==> src/rtl/early_out_cmp_pkg.sv <==
// Package: shared types for the early-out comparator.
// Assumes: nothing; it carries only type definitions.
package early_out_cmp_pkg;
    // Sequencer state: idle and ready for a request, or waiting on the wide check.
    typedef enum logic {
        SEQ_IDLE = 1'b0,
        SEQ_WAIT = 1'b1
    } seq_state_t;
endpackage

==> src/rtl/eoc_low_check.sv <==
// Module: eoc_low_check
// Fast path. Flags a mismatch in the lowest LOW_W bits of the two operands.
// Assumes: LOW_W <= WIDTH. The logic is purely combinational and works on live inputs.
module eoc_low_check #(
    parameter int WIDTH = 32,
    parameter int LOW_W = 4
) (
    input  logic [WIDTH-1:0] a,
    input  logic [WIDTH-1:0] b,
    output logic             low_miss
);
    // Compare only the low slice; a mismatch there decides the answer.
    always_comb begin
        low_miss = (a[LOW_W-1:0] != b[LOW_W-1:0]);
    end
endmodule

==> src/rtl/eoc_wide_eq.sv <==
// Module: eoc_wide_eq
// Slow path. Full-width equality built from per-chunk compares that are
// AND-reduced. The sequencer gives this logic FULL_LAT-1 cycles to settle.
// Assumes: the operands are held stable while a slow compare is pending.
module eoc_wide_eq #(
    parameter int WIDTH   = 32,
    parameter int CHUNK_W = 8
) (
    input  logic [WIDTH-1:0] a,
    input  logic [WIDTH-1:0] b,
    output logic             all_eq
);
    localparam int NCHUNK = (WIDTH + CHUNK_W - 1) / CHUNK_W;
    localparam int PADW   = NCHUNK * CHUNK_W;

    logic [PADW-1:0]   pa;
    logic [PADW-1:0]   pb;
    logic [NCHUNK-1:0] chunk_eq;

    // Zero-extend both operands to a whole number of chunks.
    always_comb begin
        pa = PADW'(a);
        pb = PADW'(b);
    end

    for (genvar i = 0; i < NCHUNK; i++) begin : g_chunk
        // Equality of one chunk.
        always_comb begin
            chunk_eq[i] = (pa[i*CHUNK_W +: CHUNK_W] == pb[i*CHUNK_W +: CHUNK_W]);
        end
    end

    // The operands are equal only if every chunk is equal.
    always_comb begin
        all_eq = &chunk_eq;
    end
endmodule

==> src/rtl/eoc_seq.sv <==
// Module: eoc_seq
// Sequencer. Accepts a start when idle and chooses the fast or the slow answer.
// It times the slow path and drives the done pulse and the held equality flag.
// Assumes: FULL_LAT >= 3, so the one-cycle fast path takes less than half the slow time.
module eoc_seq
    import early_out_cmp_pkg::*;
#(
    parameter int FULL_LAT = 3
) (
    input  logic clk,
    input  logic rst_n,
    input  logic start,
    input  logic low_miss,
    input  logic wide_eq,
    output logic accept,
    output logic done,
    output logic eq
);
    localparam int CNT_W = $clog2(FULL_LAT);
    localparam logic [CNT_W-1:0] LOAD = CNT_W'(FULL_LAT - 1);
    localparam logic [CNT_W-1:0] ONE  = CNT_W'(1);

    seq_state_t       state_q;
    logic [CNT_W-1:0] cnt_q;

    // A request is taken only when no slow compare is pending.
    always_comb begin
        accept = start && (state_q == SEQ_IDLE);
    end

    // Advance the state, count down the slow wait, and register done and eq.
    always_ff @(posedge clk) begin
        if (!rst_n) begin
            state_q <= SEQ_IDLE;
            cnt_q   <= '0;
            done    <= 1'b0;
            eq      <= 1'b0;
        end else begin
            done <= 1'b0;
            if (state_q == SEQ_WAIT) begin
                if (cnt_q == ONE) begin
                    done    <= 1'b1;
                    eq      <= wide_eq;
                    state_q <= SEQ_IDLE;
                    cnt_q   <= '0;
                end else begin
                    cnt_q <= cnt_q - ONE;
                end
            end else if (accept) begin
                if (low_miss) begin
                    done <= 1'b1;
                    eq   <= 1'b0;
                end else begin
                    state_q <= SEQ_WAIT;
                    cnt_q   <= LOAD;
                end
            end
        end
    end

    // no done while the wait counter is still above one.
    assert_no_early_done_R5: assert property (@(posedge clk) disable iff (!rst_n)
        (state_q == SEQ_WAIT && cnt_q > ONE) |=> !done);

    // eq only moves together with a done pulse.
    assert_eq_hold_R7: assert property (@(posedge clk) disable iff (!rst_n)
        !done |-> $stable(eq));

    // a fast-path miss answers "not equal" on the next cycle.
    assert_fast_answer_R2: assert property (@(posedge clk) disable iff (!rst_n)
        (accept && low_miss) |=> (done && !eq));

    // a start during a pending compare does not produce a done next cycle.
    assert_busy_start_ignored_R6: assert property (@(posedge clk) disable iff (!rst_n)
        (start && state_q == SEQ_WAIT && cnt_q > ONE) |=> !done);
endmodule

==> src/rtl/early_out_cmp.sv <==
// Module: early_out_cmp (top)
// Early-out equality comparator. Operands are captured on an accepted start.
// A low-nibble miss answers in one cycle; otherwise the wide compare answers after FULL_LAT cycles.
// Assumes: FULL_LAT >= 3, LOW_W <= WIDTH, and a synchronous active-low reset.
module early_out_cmp #(
    parameter int WIDTH    = 32,
    parameter int LOW_W    = 4,
    parameter int CHUNK_W  = 8,
    parameter int FULL_LAT = 3
) (
    input  logic             clk,
    input  logic             rst_n,
    input  logic             start_i,
    input  logic [WIDTH-1:0] a_i,
    input  logic [WIDTH-1:0] b_i,
    output logic             done_o,
    output logic             eq_o
);
    logic             accept;
    logic             low_miss;
    logic             wide_eq;
    logic [WIDTH-1:0] a_q;
    logic [WIDTH-1:0] b_q;

    // Fast check on the live operands, used in the start cycle.
    eoc_low_check #(.WIDTH(WIDTH), .LOW_W(LOW_W)) u_low (
        .a        (a_i),
        .b        (b_i),
        .low_miss (low_miss)
    );

    // Wide check on the captured operands, sampled when the wait ends.
    eoc_wide_eq #(.WIDTH(WIDTH), .CHUNK_W(CHUNK_W)) u_wide (
        .a      (a_q),
        .b      (b_q),
        .all_eq (wide_eq)
    );

    eoc_seq #(.FULL_LAT(FULL_LAT)) u_seq (
        .clk      (clk),
        .rst_n    (rst_n),
        .start    (start_i),
        .low_miss (low_miss),
        .wide_eq  (wide_eq),
        .accept   (accept),
        .done     (done_o),
        .eq       (eq_o)
    );

    // Hold the operands of an accepted request for the slow path.
    always_ff @(posedge clk) begin
        if (!rst_n) begin
            a_q <= '0;
            b_q <= '0;
        end else if (accept) begin
            a_q <= a_i;
            b_q <= b_i;
        end
    end

    // captured operands stay put while a start is refused.
    assert_hold_operands_R6: assert property (@(posedge clk) disable iff (!rst_n)
        (start_i && !accept) |=> ($stable(a_q) && $stable(b_q)));

    // a slow answer matches full equality of the captured operands.
    assert_slow_result_R3: assert property (@(posedge clk) disable iff (!rst_n)
        (done_o && !$past(accept)) |-> (eq_o == (a_q == b_q)));
endmodule

==> config.mk <==
export PLATFORM = sky130hd
export DESIGN_NAME = early_out_cmp
export DESIGN_NICKNAME = d
export VERILOG_FILES = /design/src/rtl/early_out_cmp_pkg.sv /design/src/rtl/eoc_low_check.sv /design/src/rtl/eoc_wide_eq.sv /design/src/rtl/eoc_seq.sv /design/src/rtl/early_out_cmp.sv
export SDC_FILE = /design/constraint.sdc
export NUM_CORES = 1
export LEC_CHECK = 0
export BUFFER_PORTS_ARGS = -buffer_cell sky130_fd_sc_hd__buf_2
export CAP_MARGIN = 20
export CORE_ASPECT_RATIO = 1.4
export CORE_MARGIN = 2
export CORE_UTILIZATION = 50
export CTS_BUF_LIST = sky130_fd_sc_hd__clkbuf_4
export DETAILED_ROUTE_END_ITERATION = 8
export HOLD_SLACK_MARGIN = 0.08
export PLACE_DENSITY = 0.88
export SYNTH_ARGS = -nofsm -noshare
export SYNTH_HDL_FRONTEND = slang
export SYNTH_SLANG_ARGS = --single-unit
==> constraint.sdc <==
create_clock -name clk -period 1.1 [get_ports clk]
set_input_delay 0.11 -clock clk [delete_from_list [all_inputs] [get_ports clk]]
set_output_delay 0.11 -clock clk [all_outputs]
set_load 0.03 [all_outputs]
# Word-level counts from Yosys, hierarchy flattened

Index checks and enable logic that the tools add are counted.

Add/sub/neg operators: 1
Equal/unequal tests: 8
Mux-type cells: 16
Bitwise gates (word level): 1
Reductions and logical operators: 6

Operators with widths:

| kind                                                               | number |
|---|---|
| 8-bit == test                                                      | 4 |
| 1-bit 2-to-1 mux                                                   | 12 |
| 2-bit 2-to-1 mux                                                   | 4 |
| 4-bit != test                                                      | 1 |
| 4-bit AND reduction                                                | 1 |
| 2-bit nonzero test                                                 | 2 |
| 3-bit AND reduction                                                | 1 |
| 2-bit by 1-bit == test with 1-bit output, second input constant    | 1 |
| 2-bit by 1-bit != test with 1-bit output, second input constant    | 1 |
| 2-bit != test, second input constant                               | 1 |
| 2-bit AND reduction                                                | 1 |
| 2-bit by 1-bit subtractor with 2-bit output, second input constant | 1 |
| 1-bit logical AND                                                  | 1 |
| 1-bit NOT                                                          | 1 |

Register bits after elaboration: 69
Logic and storage cells: 38

# Depth between registers and ports, before layout

Depth after elaboration: 4
Gate-level depth with buffers: 6

# Modules after synthesis

From an unflattened synthesis, not the netlist that was laid out.

Cells, all modules: 281
Area, all modules: 3113.0 um^2

Modules (own cells, without submodules):

| module        | times used | cells an instance | area an instance (um^2) | sequential area each (um^2) |
|---|---|---|---|---|
| early_out_cmp | 1          | 206               | 2451.1                  | 1281.2 |
| eoc_wide_eq   | 1          | 43                | 346.6                   | 0.0 |
| eoc_seq       | 1          | 27                | 274.0                   | 100.1 |
| eoc_low_check | 1          | 5                 | 41.3                    | 0.0 |

# Least setup slack after synthesis

OpenSTA, ideal clock, no wires.

Path type: register to register
Start point: register a_q[19]
End point: register u_seq.eq
Setup time: 0.069 ns
Data arrival time: 1.008 ns
Data required time: 1.031 ns
Path slack: 0.023 ns
Cell stages (with the launch flop): 6
Cell sequence: dfxtp_1 > xnor2_1 > nand4_1 > nor4_1 > nand4_1 > o21ai_1

Word-level cells in the longest chain between the ends: 4

Ends and longest elaborated chain:

| item                   | line                | text |
|---|---|---|
| from (decl)            | early_out_cmp.sv:22 | `logic [WIDTH-1:0] a_q;` |
| from (signal assigned) | early_out_cmp.sv:56 | `a_q <= a_i;` |
| 8-bit == test          | eoc_wide_eq.sv:29   | `chunk_eq[i] = (pa[i*CHUNK_W +: CHUNK_W] == pb[i*CHUNK_W +: CHUNK_W]);` |
| 4-bit AND reduction    | eoc_wide_eq.sv:35   | `all_eq = &chunk_eq;` |
| 1-bit 2-to-1 mux       | eoc_seq.sv:41       | `if (cnt_q == ONE) begin` |
| 1-bit 2-to-1 mux       | eoc_seq.sv:40       | `if (state_q == SEQ_WAIT) begin` |
| to (signal assigned)   | eoc_seq.sv:43       | `eq <= wide_eq;` |
| to (decl)              | eoc_seq.sv:17       | `output logic eq` |

Every way passes these cells. The select of a mux whose other input is x is not followed.
A chain may end at the register's enable or synchronous reset.

# Worst setup path in the final report

Start point: register b_q[26]
End point: register u_seq.eq

Word-level cells in the longest chain between the ends: 4

Ends and longest elaborated chain:

| item                   | line                | text |
|---|---|---|
| from (decl)            | early_out_cmp.sv:23 | `logic [WIDTH-1:0] b_q;` |
| from (signal assigned) | early_out_cmp.sv:57 | `b_q <= b_i;` |
| 8-bit == test          | eoc_wide_eq.sv:29   |  |
| 4-bit AND reduction    | eoc_wide_eq.sv:35   |  |
| 1-bit 2-to-1 mux       | eoc_seq.sv:41       |  |
| 1-bit 2-to-1 mux       | eoc_seq.sv:40       |  |

Every way passes these cells. The select of a mux whose other input is x is not followed.

==> Implementation_results.wiki <==
{| class="wikitable"
! Metric !! Value
|-
| Net switching power || about 1.7 mW
|-
| Max-cap check violation count || 0
|-
| Total power per unit cell area || 1190 nW/um2
|-
| Clock-pin transition on the worst setup and hold timing paths || ~120 ps
|-
| Critical setup path kind || flop to flop
|-
| XOR/XNOR share of the synthesized area || 10.6%
|-
| Violated checks || setup timing
|-
| Diodes inserted || 0
|-
| Fraction of the mapped netlist area in simple logic gates || about a fifth
|-
| Internal power summed over all cells || 4.30 mW
|-
| Highest ir drop seen on vdd || ~1100 uV
|-
| Non-filler instance count after layout || approximately 570
|-
| Placed Cells || about 470
|-
| CP Capture Type || flop
|-
| Die Footprint || 6590 um2
|-
| Critical Path Fanout Max || 2
|-
| Post-synthesis sequential area ratio || ~46%
|-
| Class of the tightest hold or removal check || input pin to flop
|-
| Final ANT Viol Nets || 0
|-
| Most Frequent Cell on Critical Path || sky130_fd_sc_hd__nand4_1
|-
| Final Hold Vio Count || 0
|-
| Most used cells in the layout excluding fill and tap cells || sky130_fd_sc_hd__nand2_1 (78), sky130_fd_sc_hd__buf_2 (66), sky130_fd_sc_hd__dlygate4sd3_1 (65)
|-
| Setup violation total in the final timing report || 59
|-
| Gate power share || a little under a quarter
|-
| Hold Slack || between 150 and 200 ps
|-
| First-pass GRT wire length || between 10000 and 15000 um
|-
| Antenna violations before repair || 0
|-
| Die height || roughly 95 um
|-
| Flop pwr share || ~46%
|-
| Fraction of layout instances using a drive strength above 1 || 42.8%
|-
| CORE AREA || between 5000 and 6000 um2
|-
| Actual transition at the worst max-transition pin || around 350 ps
|-
| Detail-routed via count per cell || 5.63
|-
| Clock power frac || just over 30%
|-
| Static leakage || between 2 and 2.5 nW
|-
| Post-synthesis instance area || ~3000 um2
|-
| Relative area change from synthesis to final layout || 70.5%
|-
| Final std cell area, no fill || between 5000 and 6000 um2
|-
| Share of the clock period used by the worst path after layout || 138%
|-
| Switching share of total power || about 29%
|-
| Max Root-Sink Buffers || 2
|-
| Number of detailed-route iterations in the first pass || 5
|-
| Number of pins with negative max-slew slack in the final report || 0
|-
| Outcome || finished, violations left
|-
| Crit start category || flop
|-
| Required time of the critical path || approximately 1400 ps
|-
| Detailed-route wire length || ~12000 um
|-
| Synth Instances || 347
|-
| TritonCTS clock tree || done
|-
| Syn Area/Cell || ~8.6 um2
|-
| Clk Latency, worst-skew pair || 420 ps
|-
| PortBufs || a little under 70
|-
| Combinational family with the most area after synthesis || simple AND/OR/NAND/NOR gates
|-
| Buffering stage count on the worst path with inverters included || 0
|-
| Max frequency || ~660 MHz
|-
| Crit path max-delay family || simple AND/OR/NAND/NOR gates
|-
| Final core utilization || between 80% and 90%
|-
| Max H-tree Level || 3
|-
| Unique cell type count in the Yosys netlist || 26
|-
| Sum of negative setup slack || -3680 ps
|-
| Peak per-stage delay on the critical path || ~360 ps
|-
| Critical Path, Cell by Cell || xnor2_2 -> nand4_1 -> nor4_2 -> nand4_1 -> o21ai_1
|-
| Final HPWL from detailed placement || ~4700 um
|-
| Top-level port count || 69
|-
| Setup repair after global routing missed its margin || yes
|-
| Row Count || 33
|-
| Placed instance area || roughly 3400 um2
|-
| Number of synthesized register bits || 69
|-
| Pin count of the biggest net entering global routing || 71
|-
| Synth Area in Compound Gates || 17.1%
|-
| Final net count || approximately 560
|-
| Total via count after detailed routing || between 3000 and 4000
|-
| Post-Route Skew || between 15 and 20 ps
|-
| Gr usage total || 28.1%
|-
| Count of warnings emitted by yosys || 0
|-
| Horizontal die dimension || between 60 and 70 um
|-
| Post-route minimum period || 1520 ps
|-
| Net Count, Synth || roughly 420
|-
| Starting DRT DRC Count || ~290
|-
| Clock sink count || 69
|-
| Headroom to the max-slew limit || around three quarters
|-
| Post-Place Setup Slack || -160 ps
|-
| PnR worst setup slack || -423 ps
|-
| Initial Util || between 50% and 60%
|-
| Sum of internal, switching and leakage power || just over 6 mW
|-
| Average wire length per cell after detail routing || a little over 20 um
|-
| Crit-path slowest cell || sky130_fd_sc_hd__dfxtp_1
|-
| Vias in the first global route || just over 3000
|-
| TritonCTS buffer count || 9
|-
| CTS Root Cell || sky130_fd_sc_hd__clkbuf_4
|-
| Adder-cell share of the synthesized area || 0.421%
|-
| Most frequent standard cell in the layout excluding fill and tap cells || sky130_fd_sc_hd__nand2_1
|-
| Post-detailed-route DRC marker count || 0
|-
| Data arrival time of the critical path || ~1900 ps
|-
| Routability congestion estimate || between 0.7 and 0.8
|-
| Post-synthesis mux area share || less than 1%
|-
| Aggregate global routing overflow || 0
|}
[worst paths after layout]
path / from / to / slack, ps / depth (start not counted)
worst min-delay path: rst_n / u_seq.state_q$_SDFF_PN0_ / 150 / 4
worst max register to register: b_q[26]$_SDFFE_PN0P_ / u_seq.eq$_SDFFE_PN0P_ / -420 / 5
worst max-delay path: b_q[26]$_SDFFE_PN0P_ / u_seq.eq$_SDFFE_PN0P_ / -420 / 5
worst min register to register: u_seq.cnt_q[1]$_SDFFE_PN0P_ / u_seq.cnt_q[1]$_SDFFE_PN0P_ / 470 / 2
[synth_stat cells, drive strengths merged]
cell type / count / area (um2)
clkbuf: 7 / 27.5
inv: 2 / 7.51
dfxtp: 69 / 1380
nand2: 131 / 494
a21boi: 65 / 488
mux2i: 1 / 10.0
o21ai: 2 / 10.0
nand3: 1 / 5.00
nand4: 6 / 37.5
nor2: 2 / 7.51
xnor2: 16 / 140
nor3: 1 / 5.00
nor2b: 2 / 12.5
xor2: 20 / 175
buf: 13 / 105
a21oi: 2 / 10.0
nand2b: 1 / 6.26
ha: 1 / 12.5
nor4: 5 / 37.5
[registers in the layout (all words and copies together) (netlist names)]
name / flops
u_seq.done: 1
a_q: 32
u_seq.cnt_q: 2
u_seq.eq: 1
u_seq.state_q: 1
b_q: 32
[tightest hold or removal path: cells and delay by family]
kind	cells	cell delay, ps
buf+inv	2	300
simple gates	2	130
[final cells by class]
| type | instances | area [um2] |
|---|---|---|
| multi-input cells | 256 | 2050 |
| flip-flops and latches | 69 | 1390 |
| repair buffers | 152 | 1380 |
| fillers | 257 | 752 |
| well taps | 70 | 87.6 |
| clock inverters | 6 | 77.6 |
| clock buffers | 10 | 75.1 |
| inverters | 2 | 7.51 |
[cell families after synthesis]
group | count (synthesis)
adder cells (fa/ha/maj) | 1
multiplexers | 1
buffers and inverters | 22
flip-flops | 69
XOR/XNOR | 36
AND/OR/NAND/NOR | 149
AO/OA/AOI/OAI | 69
[power by group through the flow]
stage          Combinational [mW]  Sequential, mW  Clock, mW
3_3_place_gp                0.688            2.79          0
6_report                     1.42            2.77       1.85
5_1_grt                      1.49            2.78       1.97
3_5_place_dp                0.709            2.80          0
2_1_floorplan               0.460            2.78          0
4_1_cts                     0.999            2.74       1.79
[per-layer routing]
layer	share of wire, %	track usage [%]
met1	36	27.9
met2	51	51.4
met3	6.1	4.97
met4	6.5	22.4
met5	0	0
[repair_timing]
item,4_1_cts,5_1_grt
setup endpoints to repair,65,68
buffers inserted,5,0
resized for setup,14,165
endpoints found under the hold margin,65,0
cloned,3,7
hold buffers,65,0
pin swaps,5,103
No activity file was read; power rests on OpenSTA's default activity.
